### src/rtl/fixseg_pkg.sv
package fixseg_pkg;
  localparam int VA_W        = 64;
  localparam int DIRECT_BITS = 59;
  localparam int WIN_BITS    = 29;
  localparam int WIN_SEL_LO  = WIN_BITS;
  localparam int WIN_ONES_LO = WIN_BITS + 2;
  localparam int WIN_ONES_HI = VA_W - 3;

  typedef enum logic [1:0] {
    RGN_USER   = 2'b00,
    RGN_SUPER  = 2'b01,
    RGN_DIRECT = 2'b10,
    RGN_KERNEL = 2'b11
  } region_e;

  typedef struct packed {
    logic            ok;
    logic            err;
    logic [VA_W-1:0] pa;
  } xlate_s;

  function automatic region_e region_of(input logic [VA_W-1:0] va);
    return region_e'(va[VA_W-1 -: 2]);
  endfunction

  function automatic logic window_ones(input logic [VA_W-1:0] va);
    return &va[WIN_ONES_HI:WIN_ONES_LO];
  endfunction

  function automatic logic [1:0] window_sel(input logic [VA_W-1:0] va);
    return va[WIN_SEL_LO +: 2];
  endfunction

  function automatic logic [VA_W-1:0] direct_pa(input logic [VA_W-1:0] va);
    return {{(VA_W-DIRECT_BITS){1'b0}}, va[DIRECT_BITS-1:0]};
  endfunction

  function automatic logic [VA_W-1:0] window_pa(input logic [VA_W-1:0] va);
    return {{(VA_W-WIN_BITS){1'b0}}, va[WIN_BITS-1:0]};
  endfunction
endpackage

### src/rtl/fixseg_region_dec.sv
module fixseg_region_dec
  import fixseg_pkg::*;
(
  input  logic [VA_W-1:0] va,
  output region_e         region,
  output logic            win_ones,
  output logic [1:0]      win_sel
);
  always_comb begin
    region   = region_of(va);
    win_ones = window_ones(va);
    win_sel  = window_sel(va);
  end
endmodule

### src/rtl/fixseg_map.sv
module fixseg_map
  import fixseg_pkg::*;
(
  input  logic            valid,
  input  logic [VA_W-1:0] va,
  input  region_e         region,
  input  logic            win_ones,
  input  logic [1:0]      win_sel,
  output logic            hit_direct,
  output logic            hit_window,
  output logic            fault,
  output xlate_s          result
);
  logic win_unmapped;

  always_comb begin
    // selector values 00 and 01 are the cached and uncached windows
    win_unmapped = win_ones && !win_sel[1];
    hit_direct   = valid && (region == RGN_DIRECT);
    hit_window   = valid && (region == RGN_KERNEL) && win_unmapped;
    fault        = valid && !hit_direct && !hit_window;
  end

  always_comb begin
    result = '0;
    if (hit_direct) begin
      result.ok = 1'b1;
      result.pa = direct_pa(va);
    end else if (hit_window) begin
      result.ok = 1'b1;
      result.pa = window_pa(va);
    end else if (fault) begin
      result.err = 1'b1;
    end
  end
endmodule

### src/rtl/fixseg_out_stage.sv
module fixseg_out_stage
  import fixseg_pkg::*;
#(
  parameter bit REG_OUT = 1'b1
) (
  input  logic   clk,
  input  logic   rst,
  input  xlate_s d,
  output xlate_s q
);
  generate
    if (REG_OUT) begin : g_reg
      xlate_s q_r;
      always_ff @(posedge clk) begin
        if (rst) q_r <= '0;
        else     q_r <= d;
      end
      assign q = q_r;


      reset_clear_chk: assert property (@(posedge clk) rst |=> (q == '0));
    end else begin : g_comb
      assign q = d;
    end
  endgenerate
endmodule

### src/rtl/fixseg_xlate.sv
module fixseg_xlate
  import fixseg_pkg::*;
#(
  parameter bit REG_OUT = 1'b1
) (
  input  logic            clk,
  input  logic            rst,
  input  logic            in_valid,
  input  logic [VA_W-1:0] vaddr,
  output logic [VA_W-1:0] paddr,
  output logic            xl_ok,
  output logic            xl_err
);
  region_e    region;
  logic       win_ones;
  logic [1:0] win_sel;
  logic       hit_direct, hit_window, fault;
  xlate_s     comb_res, out_res;

  fixseg_region_dec u_dec (
    .va(vaddr), .region(region), .win_ones(win_ones), .win_sel(win_sel)
  );

  fixseg_map u_map (
    .valid(in_valid), .va(vaddr), .region(region), .win_ones(win_ones),
    .win_sel(win_sel), .hit_direct(hit_direct), .hit_window(hit_window),
    .fault(fault), .result(comb_res)
  );

  fixseg_out_stage #(.REG_OUT(REG_OUT)) u_out (
    .clk(clk), .rst(rst), .d(comb_res), .q(out_res)
  );

  assign paddr  = out_res.pa;
  assign xl_ok  = out_res.ok;
  assign xl_err = out_res.err;


  err_zero_chk: assert property (@(posedge clk) disable iff (rst)
    xl_err |-> (paddr == '0) && !xl_ok);


  hit_exclusive_chk: assert property (@(posedge clk) disable iff (rst)
    $onehot0({hit_direct, hit_window, fault}));

  generate
    if (REG_OUT) begin : g_reg_chk

      one_flag_chk: assert property (@(posedge clk) disable iff (rst)
        in_valid |=> (xl_ok != xl_err));

      idle_chk: assert property (@(posedge clk) disable iff (rst)
        !in_valid |=> !xl_ok && !xl_err && (paddr == '0));

      mapped_fault_chk: assert property (@(posedge clk) disable iff (rst)
        (in_valid && !vaddr[VA_W-1]) |=> xl_err);

      direct_pass_chk: assert property (@(posedge clk) disable iff (rst)
        (in_valid && vaddr[VA_W-1 -: 2] == 2'b10) |=>
        xl_ok && (paddr[DIRECT_BITS-1:0] == $past(vaddr[DIRECT_BITS-1:0]))
        && (paddr[VA_W-1:DIRECT_BITS] == '0));
    end
  endgenerate
endmodule

### config.mk
export PLATFORM = sky130hd
export DESIGN_NAME = fixseg_xlate
export DESIGN_NICKNAME = d
export VERILOG_FILES = /design/src/rtl/fixseg_pkg.sv /design/src/rtl/fixseg_region_dec.sv /design/src/rtl/fixseg_map.sv /design/src/rtl/fixseg_out_stage.sv /design/src/rtl/fixseg_xlate.sv
export SDC_FILE = /design/constraint.sdc
export NUM_CORES = 1
export LEC_CHECK = 0
export BUFFER_PORTS_ARGS = -buffer_cell sky130_fd_sc_hd__buf_2
export CAP_MARGIN = 20
export CORE_MARGIN = 2
export CORE_UTILIZATION = 30
export CTS_CLUSTER_DIAMETER = 50
export DETAILED_ROUTE_END_ITERATION = 16
export SYNTH_ARGS = -nofsm -noshare
export SYNTH_HDL_FRONTEND = slang
export SYNTH_HIERARCHICAL = 1
export SYNTH_SLANG_ARGS = --single-unit
### constraint.sdc
create_clock -name clk -period 1.79 [get_ports clk]
set_clock_uncertainty 0.05 [all_clocks]
set_input_delay 0.358 -clock clk [delete_from_list [all_inputs] [get_ports clk]]
set_output_delay 0.358 -clock clk [all_outputs]
set_load 0.02 [all_outputs]
# Word-level counts from Yosys, hierarchy flattened

Index checks and enable logic that the tools add are counted.
Widths: inputs -> output; s select.

Bits in registers: 66
Output and inout bits: 66

Equality and inequality tests: 2
Multiplexer cells: 5
Reduce and logical (&&, ||, !) cells: 12

Operators by type and width:

| operator           | number |
|---|---|
| $mux 59            | 1 |
| $reduce_and 31->1  | 1 |
| $mux 29            | 1 |
| $logic_and 1x1->1  | 6 |
| $eq 2x2->1 const B | 2 |
| $logic_not 1->1    | 3 |
| $mux 1             | 3 |
| $reduce_or 3->1    | 1 |
| $reduce_or 2->1    | 1 |

# Depth between registers and ports, before layout

Gate-level depths: netlist of run 1.

Word-level depth: 6
Gate-level depth with buffers: 8
Mapped depth without buffers: 6

# By module

The synthesis of run 1 kept the hierarchy.

By module, submodules not included:

| module            | times used | cells an instance | area each (um2) |
|---|---|---|---|
| fixseg_out_stage  | 1          | 139               | 1796.7 |
| fixseg_map        | 1          | 121               | 684.4 |
| fixseg_region_dec | 1          | 14                | 108.9 |

# Worst setup path after synthesis of run 1

Ideal clock, no wire load.

Kind: input-to-reg
From: input vaddr[40]
To: register u_out.g_reg.q_r, in the netlist u_out/q[10]
Data arrival time: 1.820 ns
Path buffers: 2
Slack: -0.145 ns
Cell stages on the path: 8
Library setup time: 0.065 ns
Cell sequence: nand4_1 -> or4_1 -> nor4_2 -> nand2b_1 -> clkbuf_1 -> buf_2 -> a21oi_1 -> nor2b_1

RTL lines:

| item                 | line                   | text |
|---|---|---|
| from (decl)          | fixseg_xlate.sv:9      | `input logic [VA_W-1:0] vaddr,` |
| to (signal assigned) | fixseg_out_stage.sv:15 | `if (rst) q_r <= '0;` |
| to (signal assigned) | fixseg_out_stage.sv:16 | `else q_r <= d;` |
| to (decl)            | fixseg_out_stage.sv:13 | `xlate_s q_r;` |

==> metrics.log, run 1 <==
INFO  metric placed_cells = 488
INFO  metric antenna_cells_inserted = 0
INFO  metric cts_hold_buffers = 0
INFO  metric clock_tree.buffer_depth = 2
INFO  metric clock_tree.root_cell = clkbuf_8
INFO  metric grt_overflow_total = 0
INFO  metric nNetsFinal = 464
INFO  metric drc_errors = 0
INFO  metric n_fill_cell = 871
INFO  metric h-tree-depth = 3
INFO  metric clkTransAtPathRegs = 0.08 ns
INFO  metric fin_crit_sh = 96.3%
INFO  metric post-layout-total-power = 2.90 mW
INFO  metric io_buffer_count = 132
INFO  metric place.detailed.hpwl = 4.23 mm
INFO  metric die_width = 96.5 um
INFO  metric boundaryPins = 133
INFO  metric crit_arrival = 1.95 ns
INFO  metric synthesis.area = 2560 um2
INFO  metric dieHeight = 96.5 um
INFO  metric setup.worst_path.start_class = input pin
INFO  metric ys.warnings.count = 6
INFO  metric cp.required = 2.01 ns
INFO  metric syn_to_final_growth = 36.0%
INFO  metric initial_core_utilization = 31.1%
INFO  metric 1st_iter_drt_viols = 43
INFO  metric post_route_cells_drive_above_1_share = 43.0%
INFO  metric totalWireLength = 6.05 mm
INFO  metric fin_area = 3490 um2
INFO  metric grt_start_max_net_pins = 67
INFO  metric place_congestion = 0.744
INFO  metric crit_path_start = vaddr[45]
INFO  metric route.vias.total = 2148
INFO  metric largest_register_ff_count = 66
INFO  metric timing.critical_path.to = u_out/q[7]
INFO  metric drt-pass1-iter-count = 4
INFO  metric detail_routed_net_length_per_standard_cell = 11.9 um
INFO  metric cts_setup_buffers = 0
INFO  metric placeableCoreArea = 8260 um2
INFO  metric sequential_cell_area_in_the_final_layout = 1320 um2
INFO  metric run_status = completed
INFO  metric antenna_violating_nets_post_route = 0
INFO  metric cp_max_fo = 6
INFO  metric powerDensity = 831 nW/um2
INFO  metric fin_crit = 1.72 ns
INFO  metric maximum_ir_drop_on_the_vdd_rail = 0.255 mV
INFO  metric rsz0062_at_grt = yes
INFO  metric endpoint_kind = flop
INFO  metric number_of_antenna_violations_at_the_first_check_in_global_routing = 0
INFO  metric timing.max_cap.violations = 0
INFO  metric finalHoldViolations = 0
INFO  metric placement_cell_area = 3230 um2
INFO  metric tritoncts_clock_tree = yes
INFO  metric cts-buffers-inserted = 9
INFO  metric postLayoutCoreUtil = 42.2%
INFO  metric finalHoldWorstSlack = 0.288 ns
INFO  metric grt.total_usage = 12.7%
INFO  metric cts.sinks = 66
INFO  metric max_clock_freq = 580 MHz
INFO  metric rows = 33
INFO  metric post_drt_via_cell_ratio = 4.24
INFO  metric holdCritPathClass = in -> reg
INFO  metric grt_pass1_wl = 8.80 mm
INFO  metric multi_input_comb_area = 1070 um2
INFO  metric postCtsResizedCells = 0
INFO  metric setup_viol = 0
INFO  metric synthesis.instances = 270
INFO  metric criticalPathCategory = in -> reg
INFO  metric slew_violations = 0
INFO  metric layout.cells.non_filler = 507
INFO  metric dieArea = 9310 um2
INFO  metric power.leakage = 1.68 nW
INFO  metric mean_post_synth_cell_area = 9.50 um2
INFO  metric grt_pass1_vias = 1953
[layer usage]
layer  GRT usage (%)  up-vias  part of all wire [%]
li1                -     1112                     -
met1            15.2      940                    44
met2            20.3       90                    45
met3            4.81        6                   9.7
met4            5.63        0                   1.1
met5               0        -                     0
[worst max-delay path, stage by stage]
cell	delay (ns)
buf_2	0.10
nand4_2	0.10
or4_4	0.54
nor4_4	0.27
nand2b_4	0.13
buf_2	0.18
a21oi_1	0.13
nor2b_1	0.13
[through the flow]
stage	worst slack, ns	TNS [ns]
global route	-0.00605	-0.0116
floorplan	0.00710	0
detailed placement	-0.286	-7.83
global placement	-0.236	-5.83
finish	0.0655	0
CTS	0.0809	0
[placed cells by master, fill, tap and decap left out, drive strengths merged, types with 2 or more instances in the layout]
cell	count
conb	5
buf	145
clkinvlp	3
clkbuf	10
clkinv	2
dfxtp	66
nand3	29
nor2b	67
and2	30
nand4	7
a21oi	30
[area by class of cell]
cell class / instances / share of cell area (%)
Timing Repair Buffer: 145 / 22.5
Tap cell: 105 / 3.77
Clock inverter: 6 / 1.18
Sequential cell: 66 / 37.9
Clock buffer: 10 / 3.95
Multi-Input combinational cell: 175 / 30.7
[power breakdown]
part | switching, mW | internal (mW) | total, mW
Sequential | 0.00689 | 1.50 | 1.50
Clock | 0.561 | 0.539 | 1.10
Combinational | 0.162 | 0.130 | 0.292
[worst min path at each step]
stage | startpoint | to | cells past startpoint
floorplan | vaddr[29] | u_out/q[29] | 2
global placement | vaddr[53] | u_out/q[53] | 3
detailed placement | vaddr[29] | u_out/q[29] | 3
CTS | vaddr[57] | u_out/q[57] | 3
global route | vaddr[50] | u_out/q[50] | 3
finish | vaddr[57] | u_out/q[57] | 3
Note: power is estimated with default switching activity, not from simulation.
==> run 2, diff against run 1 <==
PLACE_DENSITY = 0.64   (was not set)
==> run 2 against run 1 <==
Routed wire length rose by 3.6%. Fmax rose by 1.6%. Non-clock buffer count rose by 1. First-iteration DRC count rose by 28%. Die area did not move. Total power rose by 12%. Sequential cell count did not move. Critical path depth did not move. Sequential power barely moved. Largest power group unchanged.
==> metrics.log, run 2 (synthesis results as in run 1) <==
INFO  metric antenna_cells_inserted = 0 (unchanged)
INFO  metric clock_tree.buffer_depth = 2 (unchanged)
INFO  metric place.detailed.hpwl = 4.24 mm (+0.22%)
INFO  metric postLayoutCoreUtil = 42.6% (+0.35 points)
INFO  metric nNetsFinal = 465 (+0.22%)
INFO  metric final_common_cell = buf_2
INFO  metric setup_viol = 0 (unchanged)
INFO  metric run_status = completed
INFO  metric max_clock_freq = 589 MHz (+1.6%)
INFO  metric cts.sinks = 66 (unchanged)
INFO  metric rsz0062_at_grt = no
INFO  metric crit_chain = buf_2, nand4_2, or4_1, nor4_4, nand2b_4, buf_2, a21oi_1, nor2b_1
INFO  metric grt_pass1_wl = 9.03 mm (+2.6%)
INFO  metric cpMostUsedCell = buf_2
INFO  metric powerDensity = 923 nW/um2 (+11%)
INFO  metric grt.total_usage = 13.0% (+0.27 points)
INFO  metric dieHeight = 96.5 um (unchanged)
INFO  metric clkTransAtPathRegs = 0.07 ns (about the same)
INFO  metric number_of_antenna_violations_at_the_first_check_in_global_routing = 0 (unchanged)
INFO  metric layout_common_cells = buf_2 (134), nor2b_1 (67), dfxtp_1 (66)
INFO  metric placement_cell_area = 3240 um2 (+0.46%)
INFO  metric h-tree-depth = 3 (unchanged)
INFO  metric place_congestion = 0.699 (-6.1%)
INFO  metric drc_errors = 0 (unchanged)
INFO  metric io_buffer_count = 132 (unchanged)
INFO  metric cts_setup_buffers = 0 (unchanged)
INFO  metric grt_overflow_total = 0 (unchanged)
INFO  metric drt-pass1-iter-count = 4 (unchanged)
INFO  metric timing.max_cap.violations = 0 (unchanged)
INFO  metric detail_routed_net_length_per_standard_cell = 12.3 um (+3.4%)
INFO  metric fin_area = 3520 um2 (+0.83%)
INFO  metric antenna_violating_nets_post_route = 0 (unchanged)
INFO  metric placeableCoreArea = 8260 um2 (unchanged)
INFO  metric grt_pass1_vias = 1973 (+1.0%)
INFO  metric cts-buffers-inserted = 9 (unchanged)
INFO  metric slew_violations = 0 (unchanged)
INFO  metric post-layout-total-power = 3.24 mW (+12%)
INFO  metric initial_core_utilization = 31.1% (unchanged)
INFO  metric die_width = 96.5 um (unchanged)
INFO  metric route.vias.total = 2215 (+3.1%)
INFO  metric finalHoldViolations = 0 (unchanged)
INFO  metric holdCritPathClass = in -> reg
INFO  metric critical-path-slowest-cell = or4_1
INFO  metric cp.required = 2.01 ns (about the same)
INFO  metric crit_arrival = 1.91 ns (-0.04 ns)
INFO  metric post_route_cells_drive_above_1_share = 41.2% (-1.8 points)
INFO  metric totalWireLength = 6.27 mm (+3.6%)
INFO  metric cpPeakStageDelay = 0.53 ns (about the same)
INFO  metric power.leakage = 1.72 nW (+2.0%)
INFO  metric largest_register_ff_count = 66 (unchanged)
INFO  metric cp_max_fo = 8 (+2)
INFO  metric maximum_ir_drop_on_the_vdd_rail = 0.392 mV (+54%)
INFO  metric tritoncts_clock_tree = yes
INFO  metric grt_start_max_net_pins = 67 (unchanged)
INFO  metric post_drt_via_cell_ratio = 4.36 (+2.9%)
INFO  metric setup.worst_path.start_class = input pin
INFO  metric boundaryPins = 133 (unchanged)
INFO  metric syn_to_final_growth = 37.1%
INFO  metric endpoint_kind = flop
INFO  metric fin_crit_sh = 94.9% (-1.5 points)
INFO  metric 1st_iter_drt_viols = 55 (+28%)
INFO  metric criticalPathCategory = in -> reg
INFO  metric fin_crit = 1.70 ns (-0.0266 ns)
INFO  metric dieArea = 9310 um2 (unchanged)
INFO  metric rows = 33 (unchanged)
INFO  metric setup_total_negative_slack = 0 ns (unchanged)
INFO  metric clock_tree.root_cell = clkbuf_8
INFO  metric cts_hold_buffers = 0 (unchanged)
INFO  metric n_fill_cell = 839 (-3.7%)
-- run 2: final timing paths --
kind | start | to | slack, ns | depth (start not counted)
worst max-delay path | vaddr[45] | u_out/q[15] | 0.09 | 8
worst min-delay path | vaddr[29] | u_out/q[29] | 0.29 | 3
-- run 2: per-layer routing --
| metal | global-route usage (%) | wire, um |
|---|---|---|
| met4 | 7.16 | 112 |
| met5 | 0 | 0 |
| met1 | 14.8 | 2630 |
| met2 | 21.6 | 2910 |
| met3 | 4.03 | 619 |
-- run 2: area by class of cell --
cell class	count	area (um2)	area share, %
Clock buffer	12	165	4.70
Clock inverter	4	72.6	2.06
Multi-Input combinational cell	175	1040	29.7
Sequential cell	66	1320	37.6
Tap cell	105	131	3.74
Timing Repair Buffer	146	781	22.2
-- run 2: worst max-delay path, delay by kind of cell --
family / cells / cell delay (ns)
and+or+nand+nor: 5 / 1.11
AOI/OAI and AO/OA: 1 / 0.15
buffers and inverters: 2 / 0.29
-- run 2: what timing repair did --
item                       4_1_cts  5_1_grt
hold endpoints to repair         0        0
setup endpoints to repair        0       20
gates resized for setup          0        5
-- run 2: per-stage QoR --
stage | cells | hold slack, ns | setup WS (ns)
after CTS | 506 | 0.269 | 0.101
after detailed placement | 490 | 0.634 | -0.250
final | 508 | 0.286 | 0.0921
after global routing | 508 | 0.279 | 0.0111
after global placement | 490 | 0.621 | -0.234
after floorplan | 274 | 0.535 | 0.00710
-- run 2: report_power, final --
part	switching (mW)	internal, mW
Clock	0.551	0.896
Combinational	0.162	0.132
Sequential	0.00654	1.50
Total	0.719	2.53
